[config.mk]
export PLATFORM = sky130hd
export DESIGN_NAME = seg_ripple_display
export DESIGN_NICKNAME = d
export VERILOG_FILES = /design/src/rtl/seg_pkg.sv /design/src/rtl/seg_glyph_rom.sv /design/src/rtl/seg_digit_stage.sv /design/src/rtl/seg_ripple_display.sv
export SDC_FILE = /design/constraint.sdc
export NUM_CORES = 1
export LEC_CHECK = 0
export BUFFER_PORTS_ARGS = -buffer_cell sky130_fd_sc_hd__clkbuf_2
export CORE_MARGIN = 2
export CORE_UTILIZATION = 57
export CTS_CLUSTER_DIAMETER = 60
export DETAILED_ROUTE_END_ITERATION = 7
export GPL_ROUTABILITY_DRIVEN = 0
export GPL_TIMING_DRIVEN = 0
export PLACE_DENSITY = 0.85
export SETUP_SLACK_MARGIN = 0.4
export SLEW_MARGIN = 25
export SYNTH_ARGS = -nofsm -noshare
export SYNTH_HDL_FRONTEND = slang
export SYNTH_HIERARCHICAL = 1
export SYNTH_SLANG_ARGS = --single-unit
[constraint.sdc]
create_clock -name clk -period 6.5 [get_ports clk]
set_input_delay 0.65 -clock clk [delete_from_list [all_inputs] [get_ports clk]]
set_output_delay 0.65 -clock clk [all_outputs]
set_load 0.02 [all_outputs]
[src/rtl/seg_pkg.sv]
package seg_pkg;
    localparam int SEG_W  = 7;
    localparam int CODE_W = 4;

    typedef logic [SEG_W-1:0]  seg_t;
    typedef logic [CODE_W-1:0] code_t;

    localparam seg_t SEG_ALL_OFF = 7'h00;
    localparam seg_t SEG_ALL_ON  = 7'h7F;

    // Which rule decided a stage's output, highest priority first.
    typedef enum logic [1:0] {
        DEC_BLANK  = 2'd0,
        DEC_LAMP   = 2'd1,
        DEC_RIPPLE = 2'd2,
        DEC_GLYPH  = 2'd3
    } decide_t;
endpackage

[src/rtl/seg_glyph_rom.sv]
module seg_glyph_rom
    import seg_pkg::*;
(
    input  code_t code_i,
    output seg_t  seg_o
);
    // Segment order {g,f,e,d,c,b,a}.
    always_comb begin
        unique case (code_i)
            4'd0:    seg_o = 7'h3F;
            4'd1:    seg_o = 7'h06;
            4'd2:    seg_o = 7'h5B;
            4'd3:    seg_o = 7'h4F;
            4'd4:    seg_o = 7'h66;
            4'd5:    seg_o = 7'h6D;
            4'd6:    seg_o = 7'h7C;
            4'd7:    seg_o = 7'h07;
            4'd8:    seg_o = 7'h7F;
            4'd9:    seg_o = 7'h67;
            4'd10:   seg_o = 7'h58;
            4'd11:   seg_o = 7'h4C;
            4'd12:   seg_o = 7'h62;
            4'd13:   seg_o = 7'h69;
            4'd14:   seg_o = 7'h78;
            default: seg_o = SEG_ALL_OFF;
        endcase
    end
endmodule

[src/rtl/seg_digit_stage.sv]
module seg_digit_stage
    import seg_pkg::*;
(
    input  code_t code_i,
    input  logic  lamp_n_i,
    input  logic  rbi_n_i,
    input  logic  bi_n_i,
    output seg_t  seg_o,
    output logic  rbo_n_o
);
    seg_t    glyph;
    decide_t rule;

    seg_glyph_rom i_rom (
        .code_i (code_i),
        .seg_o  (glyph)
    );

    // Priority: forced blank, then lamp test, then ripple blank of a zero.
    always_comb begin
        if (!bi_n_i)                          rule = DEC_BLANK;
        else if (!lamp_n_i)                   rule = DEC_LAMP;
        else if (!rbi_n_i && code_i == '0)    rule = DEC_RIPPLE;
        else                                  rule = DEC_GLYPH;
    end

    always_comb begin
        unique case (rule)
            DEC_BLANK:  begin seg_o = SEG_ALL_OFF; rbo_n_o = 1'b0; end
            DEC_LAMP:   begin seg_o = SEG_ALL_ON;  rbo_n_o = 1'b1; end
            DEC_RIPPLE: begin seg_o = SEG_ALL_OFF; rbo_n_o = 1'b0; end
            default:    begin seg_o = glyph;       rbo_n_o = 1'b1; end
        endcase
    end
endmodule

[src/rtl/seg_ripple_display.sv]
module seg_ripple_display
    import seg_pkg::*;
#(
    parameter int DIGITS = 4
) (
    input  logic                  clk,
    input  logic                  rst,
    input  logic [DIGITS*4-1:0]   bcd_i,
    input  logic                  lamp_test_n_i,
    input  logic [DIGITS-1:0]     blank_n_i,
    input  logic                  lead_blank_n_i,
    output logic [DIGITS*7-1:0]   seg_q_o,
    output logic [DIGITS-1:0]     rbo_n_q_o
);
    localparam int BUS_W = DIGITS * SEG_W;

    typedef struct packed {
        logic [BUS_W-1:0]  seg;
        logic [DIGITS-1:0] rbo_n;
    } disp_t;

    logic [DIGITS-1:0] rbi_n;
    logic [DIGITS-1:0] rbo_n;
    seg_t              stage_seg [DIGITS];
    disp_t             disp_d, disp_q;

    for (genvar g = 0; g < DIGITS; g++) begin : g_stage
        if (g == 0) begin : g_lsd
            assign rbi_n[g] = 1'b1;
        end else if (g == DIGITS - 1) begin : g_msd
            assign rbi_n[g] = lead_blank_n_i;
        end else begin : g_mid
            assign rbi_n[g] = rbo_n[g+1];
        end

        seg_digit_stage i_stage (
            .code_i   (bcd_i[g*CODE_W +: CODE_W]),
            .lamp_n_i (lamp_test_n_i),
            .rbi_n_i  (rbi_n[g]),
            .bi_n_i   (blank_n_i[g]),
            .seg_o    (stage_seg[g]),
            .rbo_n_o  (rbo_n[g])
        );
    end

    always_comb begin
        disp_d = disp_q;
        for (int k = 0; k < DIGITS; k++) begin
            disp_d.seg[k*SEG_W +: SEG_W] = stage_seg[k];
        end
        disp_d.rbo_n = rbo_n;
    end

    always_ff @(posedge clk) begin
        if (rst) begin
            disp_q.seg   <= '0;
            disp_q.rbo_n <= '1;
        end else begin
            disp_q <= disp_d;
        end
    end

    assign seg_q_o   = disp_q.seg;
    assign rbo_n_q_o = disp_q.rbo_n;
endmodule

# After elaboration in Yosys (flattened, before gate mapping)
# Memories as Yosys holds them, arrays and structs flattened.
# Index checks and enable logic that the tools add are counted.
# totals
register_bits	32
latch_bits	0
mem_bits_rw	0
rom_bits	448
in_bits	24
out_inout_bits	32
word_cells	48
memories	4
# classes
n_addsub	0
multipliers	0
div_mod_pow	0
order_cmp	0
eq_ne	8
shifts	0
muxes	19
bitwise	0
reduce_logical	15
# mem_list
memory	depth	word_bits	rd	rd_clocked_by_memory_dff	wr	line	text
(name not given)	16	7	1	0	0	seg_glyph_rom.sv:9	unique case (code_i)
(name not given)	16	7	1	0	0	seg_glyph_rom.sv:9	
(name not given)	16	7	1	0	0	seg_glyph_rom.sv:9	
(name not given)	16	7	1	0	0	seg_glyph_rom.sv:9	
# ops
cell	n
7-bit case mux with 2 select lines	4
2-bit two-way mux	8
4-bit logical NOT	3
2-bit by 1-bit equality test with 1-bit output (second input constant)	4
2-bit equality test (second input constant)	4
2-bit logical NOT	4
2-bit OR reduction	4
1-bit two-way mux	7
1-bit logical AND	3
1-bit logical NOT	1

# Depth between registers and ports, before layout
# Gate-level depths: netlist (run 1).
# logic_depth
depth_word	20
ltp_mapped	8
mapped_depth_nobuf	8

# By module
# Netlist (run 1), hierarchy kept.
# by_module_without_submodules
mod	instances	cells_each	area_per_inst_um2	seq_area_each_um2
seg_ripple_display	1	68	867.1	640.6
seg_digit_stage	4	19	128.9	0.0
seg_glyph_rom (g_stage[0].i_stage.i_rom ...)	2	25	197.7	0.0
seg_glyph_rom (g_stage[2].i_stage.i_rom ...)	2	27	191.4	0.0

# Worst setup path before layout (run 1)
# No wires, ideal clock.
# synth_timing
path_kind	input to register
startpoint	input port lamp_test_n_i
endpoint	register disp_q (netlist bit rbo_n_q_o[1])
setup_ns	0.120
arrival_time_ns	2.537
required_ns	6.380
setup_slack_ns	3.843
stages	8
path_buffers	1
cell_sequence	clkbuf_2 nor4b_4 a21oi_1 nor4b_4 a21oi_1 nor4b_4 a21oi_1 or2_1
# synth_lines
item	line	text
from (decl)	seg_ripple_display.sv:9	input logic lamp_test_n_i,
to (signal assigned)	seg_ripple_display.sv:59	disp_q <= disp_d;
to (decl)	seg_ripple_display.sv:25	disp_t disp_d, disp_q;

==> results.yml, run 1 <==
power_and_ir_drop:
  power_density_mw_per_mm2: 188
  p_leak_nw: 1.37
  ir_drop_uv: 72.4
timing:
  whs_ps: 598
  fmax_ghz: 0.372
  period_share_pct: 41.3
  rsz0062_at_grt: "no"
  worstMarginPinSlew_ps: 506
  timing_hold_violations_final: 0
  setup_viol: 0
  slew_headroom_pct: 66.1
  min_period_ps: 2690
  tns_ps: 0
  slew_viol_final: 0
synth:
  syn_area_sq_mm: 0.00216
  synth_top_family_by_area: "simple AND/OR/NAND/NOR gates"
  ys.flop_type: "dfxtp_1"
  synth_compound_area_share_pct: 20.3
  yosys.area_share.adder_pct: 9.26
  synth_xor_area_share_pct: 0
  synth_nets: 288
  yosys.area_share.simple_pct: 23.0
  ys_top_cells_by_count: "inv_1, nor2b_1, dfxtp_1"
  synth_edf_count: 0
  ys_ff_latch: 32
  synth_top_area_share_pct: 29.6
  synthMuxAreaShare_pct: 5.10
  synth_cell_type_count: 28
  yosysSeqAreaShare_pct: 29.6
  synth_largest_area_cell: "dfxtp_1"
  synth.most_common_cell: "inv_1"
  synth_warnings: 6
  netlist_top_cells_area: "dfxtp_1, a221oi_1, nor2b_1, ha_1, inv_1"
  synth_cells: 248
  syn_avg_cell_area_sq_um: 8.71
  async_flop_share_pct: 0
critical_path:
  critPathKind: "in2reg"
  end_kind: "flip-flop"
  crit_chain: "clkbuf_2 > nor4b_4 > a21oi_1 > nor4b_4 > a21oi_1 > nor4b_4 > a21oi_1 > or2_1"
  crit_start: "lamp_test_n_i"
  cp-start-kind: "input pin"
  cp_slowest_cell: "nor4b_4"
  crit_family: "simple AND/OR/NAND/NOR gates"
  critPathArrivalTime_ps: 2850
  worst_ep_required_time_ps: 6670
  critPathBufInv: 1
  crit_path_max_incr_delay_ps: 430
  critPathMaxFanout: 8
detailed_routing:
  firstDrtPassIters: 4
  viasPerCell: 5.06
  detail-route-antenna-nets: 0
  wire_per_inst_microns: 11.0
  via_count: 1810
  drc: 0
  drt_wl_total_microns: 3940
  drt-initial-drc-count: 95
grt:
  grt_pass1_wl_microns: 6980
  first_global_vias: 1639
  grt.overflow.total: 0
  grt_max_degree: 11
  gr-usage-all-layers_pct: 20.6
  antenna_found_initial: 0
floorplan:
  core_sq_mm: 0.00366
  die_h_microns: 65.6
  start_util_pct: 59.0
  rows: 22
  ios: 56
  dieArea_sq_mm: 0.00430
  die_x_microns: 65.6
cells_and_area:
  num_antenna_cells: 0
  utilization_pct: 70.5
  drive_above_1_share_pct: 26.8
  syn_to_final_growth_pct: 19.5
  multiInputGateArea_sq_mm: 0.00125
  fillers: 303
  nets: 349
  final_cells: 358
  final-seq-area_sq_um: 641
placed_design:
  placedCellCount: 350
  dp.final_hpwl_microns: 3170
  port_buffers: 54
clocking:
  hold_buffers: 0
  cts_setup_buffers: 0
  clkSinkCount: 32
  htreeDepth: 2
  clk_pin_slew_ps: 60
  clockBufferDepth: 2
  tritoncts: "done"
  cts_root_buf: "clkbuf_8"
  numCtsBuffers: 5
  cts_resized: 0
run_status:
  status: "finished clean"
worst_hold_path:
  hold_class: "in2reg"
  min-delay-start: "rst"
job:
  max-cap-violations: 0
-- layout by cell type, fill, tap and decap left out, types with 6 or more instances in the layout --
master,n
buf_2,6
a221oi_1,28
dfxtp_1,32
clkbuf_8,6
nor2_1,6
o31a_1,6
nand2_1,10
mux2i_1,8
a21oi_1,10
inv_1,44
ha_1,16
clkbuf_2,58
nor2b_1,33
-- through the flow --
step                cell area, sq um  power, mW  setup WS, ps
floorplan                       2160      0.302          3840
global placement                2490      0.335          3580
detailed placement              2490      0.338          3510
CTS                             2580      0.488          3800
global route                    2580      0.513          3550
finish                          2580      0.485          3810
-- cell families (layout without fill, tap and decap cells) --
family,count (synthesis),after routing
muxes,10,10
other,1,1
and+or+nand+nor,72,72
DFF,32,32
buffers and inverters,59,121
AOI/OAI and AO/OA,58,58
adders and majority gates,16,16
-- state kept, by name, summed over array words and instances (netlist names) --
signal     count
rbo_n_q_o      4
seg_q_o       28
-- where the power goes --
group | leakage [nW] | total (mW) | internal [mW] | switching [mW]
clock network | 0.0455 | 0.152 | 0.0862 | 0.0654
logic | 1.06 | 0.122 | 0.0531 | 0.0692
registers | 0.265 | 0.211 | 0.208 | 0.00303
-- final cells by class --
| type | count | share of cell area [%] |
|---|---|---|
| Multi-Input combinational cell | 157 | 48.4 |
| Sequential cell | 32 | 24.8 |
| Timing Repair Buffer | 54 | 10.5 |
| Inverter | 44 | 6.40 |
| Buffer | 15 | 4.12 |
| Clock buffer | 8 | 3.49 |
| Tap cell | 48 | 2.33 |
-- per-layer routing --
metal | track usage, % | routed length (microns)
met1 | 22.3 | 1660
met2 | 39.3 | 2030
met3 | 5.99 | 200
met4 | 4.69 | 42
met5 | 0 | 0
-- path summary, 6_finish.rpt --
path	to	slack (ps)	depth (start not counted)
min	seg_q_o[27]	600	2
max	rbo_n_q_o[1]	3810	8
Note: power is estimated with default switching activity, not from simulation.
==> inputs of run 2 (changes only) <==
CORE_UTILIZATION = 48   (was 57)
PLACE_DENSITY = 0.76   (was 0.85)
clock period = 2.47 ns   (was 6.5 ns; I/O delays follow)
==> results.yml, run 2 (synthesis results as in run 1) <==
run_status:
  status: "finished clean"
critical_path:
  crit_path_max_incr_delay_ps: 330
  critPathBufInv: 2
  cp-start-kind: "input pin"
  cp_slowest_cell: "nor4b_4"
  critPathKind: "in2reg"
  critPathArrivalTime_ps: 2070
  crit_chain: "clkbuf_2 > nor2_2 > a21oi_2 > nor4b_4 > a21oi_2 > nor4b_4 > buf_4 > a21oi_1 > or2_1"
  critPathMaxFanout: 8
  worst_ep_required_time_ps: 2640
  end_kind: "flip-flop"
  crit_family: "simple AND/OR/NAND/NOR gates"
cells_and_area:
  nets: 352
  final_common_cell: "clkbuf_2"
  largest_reg_flops: 28
  num_antenna_cells: 0
  syn_to_final_growth_pct: 21.9
  stdcell_area_sq_mm: 0.00263
  mostFrequentLayoutCells: "clkbuf_2, inv_1, nor2b_1"
  utilization_pct: 60.5
  drive_above_1_share_pct: 28.8
grt:
  antenna_found_initial: 0
  grt_max_degree: 11
  first_global_vias: 1725
  gr-usage-all-layers_pct: 17.9
  grt.overflow.total: 0
  grt_pass1_wl_microns: 7400
detailed_routing:
  via_count: 1877
  firstDrtPassIters: 4
  wire_per_inst_microns: 11.6
  drt-initial-drc-count: 61
  drt_wl_total_microns: 4210
  drc: 0
  detail-route-antenna-nets: 0
  viasPerCell: 5.16
power_and_ir_drop:
  p_comb_share_pct: 25.2
  p_clk_share_pct: 32.3
  ir_drop_uv: 193
  p_leak_nw: 1.40
  p_seq_share_pct: 42.5
  p_switching_uw: 369
  power_density_mw_per_mm2: 496
  swShare_pct: 28.2
  p_int_uw: 938
timing:
  whs_ps: 205
  setup_viol: 0
  fmax_ghz: 0.526
  slew_viol_final: 0
  slew_headroom_pct: 63.3
  worstMarginPinSlew_ps: 549
  tns_ps: 0
  worst_slack_ps: 569
  rsz0062_at_grt: "no"
  period_share_pct: 77.0
  min_period_ps: 1900
  timing_hold_violations_final: 0
floorplan:
  die_h_microns: 71.1
  ios: 56
  die_x_microns: 71.1
  dieArea_sq_mm: 0.00505
  rows: 24
  start_util_pct: 49.6
  core_sq_mm: 0.00435
worst_hold_path:
  whs_endpoint: "seg_q_o[27]"
  hold_class: "in2reg"
  min-delay-start: "rst"
  hold_depth: 2
clocking:
  clkSinkCount: 32
  clockBufferDepth: 2
  numCtsBuffers: 5
  clk_pin_slew_ps: 60
  hold_buffers: 0
  tritoncts: "done"
  htreeDepth: 2
  cts_root_buf: "clkbuf_8"
placed_design:
  post-place-ws_ps: -58.4
  place_area_sq_mm: 0.00251
  dp.final_hpwl_microns: 3220
  port_buffers: 54
job:
  max-cap-violations: 0
## run 2: cell count changes in the layout (fill, tap and decap cells not counted)
cell      previous run  this run
clkbuf_8             6         8
clkbuf_2            58        57
a21oi_2              0         2
nor2_2               0         1
clkbuf_1             2         0
buf_4                0         3
nor2_1               6         5
a21oi_1             10         8
## run 2: layout make-up
| type | count | area, sq um |
|---|---|---|
| inverter | 44 | 165 |
| tap | 52 | 65.1 |
| clock buffer | 7 | 96.3 |
| buffer | 15 | 115 |
| sequential | 32 | 641 |
| multi-input combinational | 157 | 1260 |
| timing repair buffer | 57 | 293 |
| fill | 387 | 1720 |
## run 2: what timing repair did
item | in CTS | in global routing
buffers inserted | 2 | 1
pin swaps | 2 | 1
resized for setup | 1 | 0
setup endpoints to repair | 8 | 6
## run 2: worst max-delay path by stage
stage | start | endpoint | slack [ps] | cells after the start
detailed placement | bcd_i[15] | rbo_n_q_o[1] | -60 | 8
global placement | bcd_i[15] | rbo_n_q_o[1] | -40 | 8
floorplan | lamp_test_n_i | rbo_n_q_o[1] | 320 | 8
CTS | bcd_i[13] | rbo_n_q_o[1] | 530 | 8
global route | bcd_i[13] | rbo_n_q_o[1] | 420 | 9
finish | bcd_i[13] | rbo_n_q_o[1] | 570 | 9
## run 2: metrics by stage
stage | total power, mW | std cells
after floorplan | 0.797 | 248
after global placement | 0.887 | 354
after detailed placement | 0.893 | 354
after CTS | 1.32 | 363
after global routing | 1.38 | 364
final | 1.31 | 364
## run 2: power by group through the flow
stage	Combinational [mW]	Sequential (mW)	Clock, mW
finish	0.329	0.555	0.422
detailed placement	0.326	0.567	0
floorplan	0.191	0.606	0
global placement	0.321	0.567	0
global route	0.368	0.558	0.457
CTS	0.329	0.556	0.434
## run 2: per-layer routing
metal / routed length, microns / up-vias / global-route usage, %
li1: - / 970 / -
met1: 1890 / 851 / 21.4
met2: 2000 / 47 / 30.9
met3: 240 / 9 / 5.70
met4: 72 / 0 / 5.24
met5: 0 / - / 0
==> inputs of run 3 (changes only) <==
ABC_AREA = 1   (was default)
CORE_UTILIZATION = 53   (was 48)
PLACE_DENSITY = 0.8   (was 0.76)
clock period = 1.95 ns   (was 2.47 ns; I/O delays follow)
==> results.yml, run 3 <==
critical_path:
  worst_ep_required_time_ps: 2120
  end_kind: "flip-flop"
  critPathKind: "in2reg"
  crit_start: "lamp_test_n_i"
  cp-endpoint: "seg_q_o[8]"
  cp-start-kind: "input pin"
  critPathMaxFanout: 8
  critPathArrivalTime_ps: 1550
cells_and_area:
  drive_above_1_share_pct: 25.5
  largest_reg_flops: 28
  stdcell_area_sq_mm: 0.00260
  fillers: 359
  nets: 447
  num_antenna_cells: 0
  final_common_cell: "nor2_1"
  multiInputGateArea_sq_mm: 0.00116
  final-seq-area_sq_um: 641
  syn_to_final_growth_pct: 21.3
  utilization_pct: 65.9
  mostFrequentLayoutCells: "nor2_1, nand2_1, inv_1"
power_and_ir_drop:
  p_switching_uw: 514
  power_density_mw_per_mm2: 619
  p_int_mw: 1.09
  p_comb_share_pct: 25.7
  swShare_pct: 32.0
  ir_drop_uv: 263
  p_leak_nw: 1.56
  p_seq_share_pct: 43.7
  p_clk_share_pct: 30.7
synth:
  synth_cells: 343
  synth_compound_area_share_pct: 4.97
  syn_area_sq_mm: 0.00214
  synth_largest_area_cell: "dfxtp_1"
  synth_top_family_by_area: "simple AND/OR/NAND/NOR gates"
  ys.flop_type: "dfxtp_1"
  yosys.area_share.adder_pct: 9.35
  ys_top_cells_by_count: "nor2_1, nand2_1, inv_1"
  synthMuxAreaShare_pct: 0
  synth_cell_type_count: 19
  synth_warnings: 6
  yosys.area_share.simple_pct: 39.4
  synth.most_common_cell: "nor2_1"
  yosysSeqAreaShare_pct: 29.9
  async_flop_share_pct: 0
  synth_nets: 383
  ys_ff_latch: 32
  synth_top_area_share_pct: 29.9
  syn_avg_cell_area_sq_um: 6.24
  netlist_top_cells_area: "dfxtp_1, nor2_1, nand2_1, inv_1, ha_1"
  synth_edf_count: 0
  synth_xor_area_share_pct: 0
floorplan:
  die_x_microns: 67.6
  die_h_microns: 67.6
  start_util_pct: 54.3
  dieArea_sq_mm: 0.00456
  core_sq_mm: 0.00394
  ios: 56
  rows: 23
clocking:
  htreeDepth: 2
  numCtsBuffers: 5
  clk_pin_slew_ps: 70
  cts_root_buf: "clkbuf_8"
  clkSinkCount: 32
  tritoncts: "done"
  clockBufferDepth: 2
timing:
  period_share_pct: 70.6
  tns_ps: 0
  fmax_ghz: 0.727
  slew_viol_final: 0
  setup_viol: 0
  timing_hold_violations_final: 0
  min_period_ps: 1380
  rsz0062_at_grt: "no"
  whs_ps: 119
  worst_slack_ps: 574
placed_design:
  port_buffers: 54
  place_area_sq_mm: 0.00247
  post-place-ws_ps: 39.8
  dp.final_hpwl_microns: 3120
run_status:
  status: "finished clean"
grt:
  grt_pass1_wl_microns: 6900
  grt_max_degree: 12
  grt_busiest_layer: "met2"
  use_met1_pct: 23.5
  grtUsageMet2_pct: 34.4
  grt_use_met3_pct: 4.00
  first_global_vias: 1704
  grt.overflow.total: 0
  gr-usage-all-layers_pct: 19.4
  antenna_found_initial: 0
job:
  max-cap-violations: 0
detailed_routing:
  via_count: 1981
  firstDrtPassIters: 4
  drt-initial-drc-count: 92
  viasPerCell: 4.33
  drc: 0
  wire_per_inst_microns: 8.74
  detail-route-antenna-nets: 0
  drt_wl_total_microns: 4010
worst_hold_path:
  hold_class: "in2reg"
==> run 3: worst min-delay path by stage <==
stage          start    endpoint  slack (ps)  cells after the start
3_3_place_gp     rst  seg_q_o[5]         410                      2
5_1_grt          rst  seg_q_o[0]         110                      2
6_report         rst  seg_q_o[1]         120                      2
2_1_floorplan    rst  seg_q_o[2]         390                      2
4_1_cts          rst  seg_q_o[4]         120                      2
3_5_place_dp     rst  seg_q_o[4]         420                      2
==> run 3: worst max-delay path: stages <==
cell,delay (ps)
buf_4,140
inv_4,70
nor2_2,80
nand3_2,80
nand2_4,90
inv_1,70
nor2_2,100
nand3_2,100
nand2_4,100
inv_1,70
nor2_2,90
nand3_2,100
nand2_4,130
nor2_1,50
inv_1,40
nor2_1,40
==> run 3: power groups by stage <==
stage          logic (mW)  clock network [mW]  registers, mW
6_report            0.413               0.493          0.702
4_1_cts             0.409               0.506          0.703
3_3_place_gp        0.399                   0          0.717
3_5_place_dp        0.406                   0          0.718
5_1_grt             0.474               0.539          0.706
2_1_floorplan       0.236                   0          0.767
==> run 3: final cells by class <==
| class | count | area share (%) |
|---|---|---|
| Inverter | 73 | 10.7 |
| Multi-Input combinational cell | 231 | 44.7 |
| Clock buffer | 5 | 2.65 |
| Clock inverter | 3 | 0.723 |
| Sequential cell | 32 | 24.7 |
| Buffer | 7 | 2.80 |
| Timing Repair Buffer | 57 | 11.4 |
| Tap cell | 50 | 2.41 |
==> run 3: what timing repair did <==
item | CTS | global route
setup endpoints to repair | 8 | 8
pin swaps | 0 | 6
hold buffers | 0 | 0
buffers inserted | 0 | 3
resized for setup | 2 | 4
==> run 3: through the flow <==
step / total power, mW / std cells
after floorplan: 1.00 / 343
after global placement: 1.12 / 447
after detailed placement: 1.12 / 447
after CTS: 1.62 / 455
after global routing: 1.72 / 458
final: 1.61 / 458
==> run 3: metal layers <==
layer	routed length, microns	vias up
met5	0	-
met4	27	0
met3	146	2
met2	1920	35
met1	1910	830
li1	-	1114
==> run 3: logic make-up after synthesis <==
logic type / after synthesis
flip-flops: 32
adder cells (fa/ha/maj): 16
AND/OR/NAND/NOR: 198
buffers and inverters: 80
AO/OA/AOI/OAI: 16
other: 1
